--- src/rtl/xmem_stretch_pkg.sv ---
package xmem_stretch_pkg;

    localparam int CNT_W  = 8;
    localparam int BASE_A = 2;
    localparam int BASE_S = 1;
    localparam int BASE_W = 2;
    localparam int BASE_H = 1;

    typedef enum logic [2:0] {
        PH_IDLE,
        PH_ALE,
        PH_SETUP,
        PH_STROBE,
        PH_HOLD,
        PH_DONE
    } phase_e;

    typedef struct packed {
        logic [CNT_W-1:0] ale_len;
        logic [CNT_W-1:0] setup_len;
        logic [CNT_W-1:0] strobe_len;
        logic [CNT_W-1:0] hold_len;
    } timing_t;

    function automatic int stretch_units(input logic [2:0] code);
        return code[2] ? int'(code) + 3 : int'(code);
    endfunction

    function automatic timing_t decode_timing(input logic [2:0] code,
                                              input logic pmiss,
                                              input int sc);
        timing_t t;
        int u;
        u = stretch_units(code);
        t.ale_len    = CNT_W'(BASE_A);
        t.setup_len  = CNT_W'(BASE_S);
        t.strobe_len = CNT_W'(BASE_W);
        t.hold_len   = CNT_W'(BASE_H);
        if (code[2]) begin
            t.setup_len  = CNT_W'(BASE_S + 2 * sc);
            t.hold_len   = CNT_W'(BASE_H + sc);
            t.strobe_len = CNT_W'(BASE_W + (u - 3) * sc);
            if (pmiss) t.ale_len = CNT_W'(BASE_A + sc);
        end else if (code != 3'd0) begin
            t.setup_len  = CNT_W'(BASE_S + 1);
            t.hold_len   = CNT_W'(BASE_H + 1);
            t.strobe_len = CNT_W'(BASE_W + u * sc - 2);
        end
        return t;
    endfunction

endpackage

--- src/rtl/xmem_stretch_decode.sv ---
module xmem_stretch_decode
    import xmem_stretch_pkg::*;
#(
    parameter int STRETCH_CLKS = 4
) (
    input  logic [2:0] code_i,
    input  logic       pmiss_i,
    output timing_t    timing_o
);
    always_comb begin
        timing_o = decode_timing(code_i, pmiss_i, STRETCH_CLKS);
    end
endmodule

--- src/rtl/xmem_phase_seq.sv ---
module xmem_phase_seq
    import xmem_stretch_pkg::*;
(
    input  logic    clk,
    input  logic    rst,
    input  logic    start_i,
    input  timing_t timing_i,
    output logic    accept_o,
    output logic    sample_o,
    output phase_e  phase_o
);
    phase_e           phase_q;
    timing_t          tim_q;
    logic [CNT_W-1:0] cnt_q;
    logic             last;

    assign accept_o = start_i && (phase_q == PH_IDLE);
    assign last     = (cnt_q == CNT_W'(1));
    assign sample_o = (phase_q == PH_STROBE) && last;
    assign phase_o  = phase_q;

    always_ff @(posedge clk) begin
        if (rst) begin
            phase_q <= PH_IDLE;
            cnt_q   <= '0;
            tim_q   <= '0;
        end else begin
            unique case (phase_q)
                PH_IDLE: if (accept_o) begin
                    phase_q <= PH_ALE;
                    cnt_q   <= timing_i.ale_len;
                    tim_q   <= timing_i;
                end
                PH_ALE: if (last) begin
                    phase_q <= PH_SETUP;
                    cnt_q   <= tim_q.setup_len;
                end else cnt_q <= cnt_q - 1'b1;
                PH_SETUP: if (last) begin
                    phase_q <= PH_STROBE;
                    cnt_q   <= tim_q.strobe_len;
                end else cnt_q <= cnt_q - 1'b1;
                PH_STROBE: if (last) begin
                    phase_q <= PH_HOLD;
                    cnt_q   <= tim_q.hold_len;
                end else cnt_q <= cnt_q - 1'b1;
                PH_HOLD: if (last) begin
                    phase_q <= PH_DONE;
                    cnt_q   <= '0;
                end else cnt_q <= cnt_q - 1'b1;
                PH_DONE: phase_q <= PH_IDLE;
                default: phase_q <= PH_IDLE;
            endcase
        end
    end
endmodule

--- src/rtl/xmem_bus_drive.sv ---
module xmem_bus_drive
    import xmem_stretch_pkg::*;
#(
    parameter int ADDR_W = 16,
    parameter int DATA_W = 8
) (
    input  logic              clk,
    input  logic              rst,
    input  logic              accept_i,
    input  logic              sample_i,
    input  phase_e            phase_i,
    input  logic              wr_i,
    input  logic [ADDR_W-1:0] addr_i,
    input  logic [DATA_W-1:0] wdata_i,
    input  logic [DATA_W-1:0] bus_din_i,
    output logic              ale_o,
    output logic [ADDR_W-1:0] bus_addr_o,
    output logic [DATA_W-1:0] bus_dout_o,
    output logic              bus_doe_o,
    output logic              rd_n_o,
    output logic              wr_n_o,
    output logic [DATA_W-1:0] rdata_o
);
    logic              wr_q;
    logic [ADDR_W-1:0] addr_q;
    logic [DATA_W-1:0] wdata_q;
    logic [DATA_W-1:0] rdata_q;
    logic              in_strobe;

    always_ff @(posedge clk) begin
        if (rst) begin
            wr_q    <= 1'b0;
            addr_q  <= '0;
            wdata_q <= '0;
            rdata_q <= '0;
        end else begin
            if (accept_i) begin
                wr_q    <= wr_i;
                addr_q  <= addr_i;
                wdata_q <= wdata_i;
            end
            if (sample_i && !wr_q) rdata_q <= bus_din_i;
        end
    end

    assign in_strobe  = (phase_i == PH_STROBE);
    assign ale_o      = (phase_i == PH_ALE);
    assign bus_addr_o = addr_q;
    assign bus_dout_o = wdata_q;
    assign bus_doe_o  = wr_q && (in_strobe || phase_i == PH_HOLD);
    assign rd_n_o     = !(in_strobe && !wr_q);
    assign wr_n_o     = !(in_strobe && wr_q);
    assign rdata_o    = rdata_q;
endmodule

--- src/rtl/xmem_stretch_seq.sv ---
module xmem_stretch_seq
    import xmem_stretch_pkg::*;
#(
    parameter int ADDR_W       = 16,
    parameter int DATA_W       = 8,
    parameter int STRETCH_CLKS = 4
) (
    input  logic              clk,
    input  logic              rst,
    input  logic              start_i,
    input  logic              wr_i,
    input  logic [ADDR_W-1:0] addr_i,
    input  logic [DATA_W-1:0] wdata_i,
    input  logic [2:0]        stretch_i,
    input  logic              page_miss_i,
    input  logic [DATA_W-1:0] bus_din_i,
    output logic              ale_o,
    output logic [ADDR_W-1:0] bus_addr_o,
    output logic [DATA_W-1:0] bus_dout_o,
    output logic              bus_doe_o,
    output logic              rd_n_o,
    output logic              wr_n_o,
    output logic [DATA_W-1:0] rdata_o,
    output logic              done_o,
    output logic              busy_o
);
    timing_t timing;
    logic    accept;
    logic    sample;
    phase_e  phase;

    xmem_stretch_decode #(.STRETCH_CLKS(STRETCH_CLKS)) u_decode (
        .code_i   (stretch_i),
        .pmiss_i  (page_miss_i),
        .timing_o (timing)
    );

    xmem_phase_seq u_seq (
        .clk      (clk),
        .rst      (rst),
        .start_i  (start_i),
        .timing_i (timing),
        .accept_o (accept),
        .sample_o (sample),
        .phase_o  (phase)
    );

    xmem_bus_drive #(.ADDR_W(ADDR_W), .DATA_W(DATA_W)) u_bus (
        .clk        (clk),
        .rst        (rst),
        .accept_i   (accept),
        .sample_i   (sample),
        .phase_i    (phase),
        .wr_i       (wr_i),
        .addr_i     (addr_i),
        .wdata_i    (wdata_i),
        .bus_din_i  (bus_din_i),
        .ale_o      (ale_o),
        .bus_addr_o (bus_addr_o),
        .bus_dout_o (bus_dout_o),
        .bus_doe_o  (bus_doe_o),
        .rd_n_o     (rd_n_o),
        .wr_n_o     (wr_n_o),
        .rdata_o    (rdata_o)
    );

    assign done_o = (phase == PH_DONE);
    assign busy_o = (phase != PH_IDLE);
endmodule

--- config.mk ---
export PLATFORM = sky130hd
export DESIGN_NAME = xmem_stretch_seq
export DESIGN_NICKNAME = d
export VERILOG_FILES = /design/src/rtl/xmem_stretch_pkg.sv /design/src/rtl/xmem_stretch_decode.sv /design/src/rtl/xmem_phase_seq.sv /design/src/rtl/xmem_bus_drive.sv /design/src/rtl/xmem_stretch_seq.sv
export SDC_FILE = /design/constraint.sdc
export NUM_CORES = 1
export LEC_CHECK = 0
export BUFFER_PORTS_ARGS = -buffer_cell sky130_fd_sc_hd__buf_2
export CORE_UTILIZATION = 50
export CTS_BUF_LIST = sky130_fd_sc_hd__clkbuf_4
export CTS_CLUSTER_SIZE = 12
export DETAILED_ROUTE_END_ITERATION = 8
export GPL_TIMING_DRIVEN = 0
export PLACE_DENSITY_LB_ADDON = 0.25
export SYNTH_ARGS = -nofsm -noshare
export SYNTH_HDL_FRONTEND = slang
export SYNTH_SLANG_ARGS = --single-unit
--- constraint.sdc ---
create_clock -name clk -period 2.35 [get_ports clk]
set_input_delay 0.47 -clock clk [delete_from_list [all_inputs] [get_ports clk]]
set_output_delay 0.47 -clock clk [all_outputs]
set_load 0.005 [all_outputs]
### After elaboration in Yosys (flattened, before gate mapping)

Cells that the tools add are included.

* add/sub/neg operators: 6
* $mul: 0
* div/mod/pow operators: 0
* order comparisons: 0
* equal/unequal tests: 11
* shifts and indexed selects: 0
* mux-type cells: 17
* bitwise gates (word level): 0
* reductions and logical operators: 17

Operators by type and width (count)
* $mux 8: 5
* $pmux 8 s5: 1
* $mux 24: 1
* $mux 3: 7
* $mux 18: 1
* $add 3x8->8 const A: 2
* $pmux 3 s5: 1
* $eq 8x1->1 const B: 1
* $sub 8x1->8 const B: 1
* $sub 8x3->8 const B: 1
* $eq 3x2->1 const B: 2
* $eq 3x3->1 const B: 2
* $logic_and 1x1->1: 6
* $mux 6: 1
* $ne 2x2->1 const B: 3
* $reduce_bool 3->1: 2
* $sub 6x3->6 const B: 1
* $reduce_and 5->1: 1
* $reduce_bool 5->1: 1
* $add 3x2->4 const B: 1
* $ne 2x1->1 const B: 2
* $reduce_and 2->1: 2
* $eq 3x1->1 const B: 1
* $logic_not 1->1: 3
* 2 further kinds: 2

* register bits: 68
* latch bits: 0
* memory bits (writable): 0
* memory bits (read-only): 0
* bits of input ports: 40
* logic and storage cells: 60
* memories: 0

### Longest topological paths before layout

* depth after elaboration: 6
* depth in mapped cells: 7
* depth with buffers taken out: 7

### Hierarchy

From an unflattened synthesis, not the netlist that was laid out.

* cell total of the unflattened synthesis: 423
* area, all modules: 3617.2 um^2

Modules (own cells, without submodules)
* xmem_phase_seq: instances 1, cells an instance 249, area an instance 1944.4 um^2, sequential area each 700.7 um^2
* xmem_bus_drive: instances 1, cells an instance 122, area an instance 1315.0 um^2, sequential area each 660.6 um^2
* xmem_stretch_decode: instances 1, cells an instance 50, area an instance 341.6 um^2, sequential area each 0.0 um^2
* xmem_stretch_seq: instances 1, cells an instance 2, area an instance 16.3 um^2, sequential area each 0.0 um^2

### Least setup slack after synthesis

OpenSTA, ideal clock, no wires.

* path kind: register -> register
* from: register u_seq.cnt_q[0]
* to: register u_seq.cnt_q[3]
* setup time: 117 ps
* arrival time: 1598 ps
* path slack: 635 ps
* cell stages (with the launch flop): 7
* path buffers: 1
* cell sequence: dfxtp_1 -> ha_1 -> or4b_4 -> buf_6 -> o32ai_2 -> nand2_1 -> a22o_1

* longest elaborated chain between the ends: 3
* elaborated cells on any way between the ends: 7
* classes of those cells: add/sub: 1; eq/ne: 1; mux: 5

RTL lines
* start: declaration: RTL line xmem_phase_seq.sv:14 `logic [CNT_W-1:0] cnt_q;`
* start signal: assignment: RTL line xmem_phase_seq.sv:31 `cnt_q <= timing_i.ale_len;`
* start signal: assignment: RTL line xmem_phase_seq.sv:36 `cnt_q <= tim_q.setup_len;`
* start signal: assignment: RTL line xmem_phase_seq.sv:37 `end else cnt_q <= cnt_q - 1'b1;`
* $sub 8x1->8 / $eq 8x1->1 (equally long branches)
* $mux 8, on equally long branches
* $pmux 8 s5 *: RTL line xmem_phase_seq.sv:28 `unique case (phase_q)`

Mark *: on every way between the ends. The rest lies on a longest branch, timed or not.
A chain may end at the register's enable or synchronous reset.

### Worst setup path in the final report

* from: register u_seq.phase_q[2] (netlist: u_seq.phase_o[2])
* to: output port bus_doe_o

* longest elaborated chain between the ends: 3
* elaborated cells on any way between the ends: 4
* classes of those cells: eq/ne: 2; reduce/logical: 2

RTL lines
* start: declaration: RTL line xmem_phase_seq.sv:12 `phase_e phase_q;`
* start signal: assignment: RTL line xmem_phase_seq.sv:24 `phase_q <= PH_IDLE;`
* start signal: assignment: RTL line xmem_phase_seq.sv:30 `phase_q <= PH_ALE;`
* start signal: assignment: RTL line xmem_phase_seq.sv:35 `phase_q <= PH_SETUP;`
* $eq 3x2->1 / $eq 3x3->1 (equally long branches): RTL line xmem_bus_drive.sv:46, xmem_bus_drive.sv:50
* $logic_or 1x1->1 *: RTL line xmem_bus_drive.sv:50 `assign bus_doe_o = wr_q && (in_strobe || phase_i == PH_HOLD);`
* $logic_and 1x1->1 *: RTL line xmem_bus_drive.sv:50
* end: declaration: RTL line xmem_stretch_seq.sv:20 `output logic bus_doe_o,`

Marks and branches as above.

==> results.py <==
metrics = {
    "run_status": {
        "run_status": "finished, final reports clean",
    },
    "yosys": {
        "synth-main-ff-cell": "dfxtp_1",
        "synth_top_family_by_area": "simple AND/OR/NAND/NOR gates",
        "synth.avg_cell_area_um2": 8.240,
        "syn_nets": 349,
        "synth_edf_count": 0,
        "netlist_area_um2": 2505,
        "synthMuxAreaShare": 0.03197,
        "yosysSeqAreaShare": 0.4236,
        "synth_warnings": 0,
        "synth_compound_area_frac": 0.2043,
        "ys_async_sr_fraction": 0,
        "synth_fa_ha_area_frac": 0.02498,
        "synth-simple-area-share": 0.2478,
        "synthXorXnorAreaFrac": 0.01748,
        "syn_inst": 304,
        "ys_seq_elements": 53,
        "post_synth_num_cell_types": 56,
    },
    "global_route": {
        "track_usage": 0.2363,
        "grt_overflow": 0,
        "grt_pass1_wl_um": 9915,
        "grt_pass1_vias": 2238,
        "grt_max_degree": 17,
        "grt_antenna_before_repair": 0,
    },
    "placement": {
        "dpl.hpwl_um": 4551,
        "numPortBuffers": 77,
        "gp_congestion": 0.8709,
        "dpl_worst_slack_ns": 0.4106,
        "place_inst": 448,
    },
    "clocking": {
        "path_clk_slew_ns": 0.15,
        "cts_root_buf": "clkbuf_4",
        "cts_setup_buffers": 0,
        "cts_buffers": 5,
        "cts_tree": "done",
        "clock-sinks": 53,
        "clk_latency_ns": 0.36,
        "clockBufferDepth": 2,
        "htree_levels": 2,
        "cts_hold_buf": 0,
    },
    "hold_path": {
        "hp-class": "in2reg",
    },
    "power_and_ir_drop": {
        "p_seq_frac": 0.548,
        "comb_power_share": 0.233,
        "intPower_mw": 1.253,
        "vdd_drop_max_v": 0.0003990,
        "power_density_nw_per_um2": 605.1,
        "p_switching_mw": 0.5826,
        "power.leakage_nw": 1.398,
        "pwr-share-clk": 0.219,
        "netSwitchingFraction": 0.3173,
    },
    "timing": {
        "rsz0062_at_grt": "no",
        "relSlewSlack": 0.5684,
        "max_slew.worst_pin.slew_ns": 0.6424,
        "drv_slew": 0,
        "setup_viol": 0,
        "period_share": 0.9322,
        "tns_ns": 0,
        "setup_slack_ns": 0.1594,
        "hold_ws_ns": 0.3255,
        "clock_skew_ns": 0.009088,
        "max_freq_ghz": 0.4565,
        "hold_viol": 0,
        "period_minus_slack_ns": 2.191,
    },
    "route": {
        "wl_um": 6042,
        "wire_per_inst_um": 13.25,
        "route.detailed.drc": 0,
        "via_count": 2460,
        "drt_iter0_markers": 192,
        "avgViaCountPerCell": 5.395,
        "first_pass_iters": 4,
        "ant_nets": 0,
    },
    "cells_and_area": {
        "final_nets": 433,
        "diodes": 0,
        "drive_gt1_frac": 0.2674,
        "instances_no_fill": 456,
        "area_delta_synth_final_pct": 21.13,
    },
    "floorplanning": {
        "dieWidth_um": 72.78,
        "die-area_um2": 5297,
        "num_rows": 25,
        "ios": 78,
        "core_um2": 4786,
        "die_h_um": 72.78,
        "initial_core_util": 0.5234,
    },
    "worst_setup_path": {
        "cp-end-kind": "output pin",
        "path_max_fanout": 10,
        "arrival_ns": 1.72,
        "cp.required_ns": 1.88,
        "crit_type": "reg2out",
        "worst_setup_path_start_kind": "register",
    },
    "run": {
        "drv_cap": 0,
    },
}
==> metrics by stage <==
step,utilization,total power [mW],cell area [um^2]
final,0.6340,1.836,3034
after global routing,0.6340,1.936,3034
after CTS,0.6340,1.849,3034
after detailed placement,0.6214,1.449,2974
after global placement,0.6214,1.438,2974
after floorplan,-,1.302,2505
==> power groups by stage <==
stage          combinational [mW]  sequential (mW)  clock (mW)
6_report                    0.427             1.01       0.402
5_1_grt                     0.475             1.02       0.445
4_1_cts                     0.426             1.01       0.417
3_5_place_dp                0.423             1.03           0
3_3_place_gp                0.416             1.02           0
2_1_floorplan               0.281             1.02           0
==> critical path, stage by stage, from the launching register on <==
cell and delay (ns):
dfxtp_1 0.47, buf_2 0.26, nor3b_2 0.33, o21a_1 0.18
buf_2 0.11
==> cell usage in the layout (no fill, tap or decap), drive strengths merged, types with 4 or more instances in the layout <==
| master | n |
|---|---|
| a21oi | 42 |
| buf | 86 |
| clkbuf | 15 |
| dfxtp | 53 |
| ha | 5 |
| inv | 8 |
| mux2i | 8 |
| nand2 | 67 |
| nand3 | 6 |
| nor2 | 18 |
| nor3 | 6 |
| nor3b | 4 |
| o21ai | 9 |
==> path summary, 6_finish.rpt <==
| check | from | end | slack [ns] | cells past startpoint |
|---|---|---|---|---|
| setup / recovery | u_seq.phase_o[2]$_SDFFE_PP0P_ | bus_doe_o | 0.16 | 4 |
| hold / removal | addr_i[8] | u_bus.bus_addr_o[8]$_SDFFE_PP0P_ | 0.33 | 3 |
| setup reg to reg | u_seq.cnt_q[0]$_SDFFE_PP0P_ | u_seq.cnt_q[3]$_SDFFE_PP0P_ | 0.35 | 5 |
| hold reg to reg | u_bus.bus_addr_o[2]$_SDFFE_PP0P_ | u_bus.bus_addr_o[2]$_SDFFE_PP0P_ | 0.46 | 2 |
==> registers in the layout, summed over array words and instances (netlist names) <==
signal,cells
u_bus.bus_addr_o,16
u_seq.cnt_q,8
u_bus.bus_dout_o,8
u_seq.phase_o,3
u_seq.tim_q,9
u_bus.wr_q,1
u_bus.rdata_o,8
==> synth_stat cells, drive strengths merged (3+ instances only) <==
| cell type | instances | share of area |
|---|---|---|
| buf | 9 | 0.023 |
| xnor2 | 3 | 0.010 |
| mux2i | 8 | 0.032 |
| nand3 | 6 | 0.012 |
| nand2 | 67 | 0.10 |
| dfxtp | 53 | 0.42 |
| nor3b | 4 | 0.014 |
| nor4 | 3 | 0.0075 |
| nor3 | 6 | 0.014 |
| nor2 | 18 | 0.030 |
| and2 | 3 | 0.0075 |
| clkbuf | 10 | 0.015 |
| o31ai | 3 | 0.0090 |
| o211ai | 3 | 0.0090 |
| ha | 5 | 0.025 |
| inv | 8 | 0.012 |
| o21ai | 9 | 0.018 |
| a21oi | 42 | 0.084 |
==> per-layer routing <==
layer  wire length, um  GRT usage  up-vias
met5                 0          0        -
met1              2518     0.3025     1129
met2              3002     0.3946       86
met4                53    0.08061        0
li1                  -          -     1238
met3               468    0.05110        7
==> layout make-up <==
type                            instances  area, um^2
Buffer                                 19       95.09
Clock buffer                            5       37.54
Clock inverter                          3       17.52
Fill cell                             454        1752
Inverter                                8       30.03
Multi-Input combinational cell        224        1324
Sequential cell                        53        1061
Tap cell                               67       83.83
Timing Repair Buffer                   77       385.4
==> kinds of logic (layout without fill, tap and decap cells) <==
logic type	Yosys count	in the layout
compound gates	80	80
xor+xnor	5	5
flops	53	53
simple gates	126	126
buf+inv	27	112
fa+ha+maj	5	5
mux	8	8
==> what timing repair did <==
| action | CTS | global route |
|---|---|---|
| gates resized for setup | 1 | 0 |
| endpoints found under the hold margin | 0 | 0 |
| endpoints found under the setup margin | 1 | 0 |
Power figures use the tool's default switching activity.
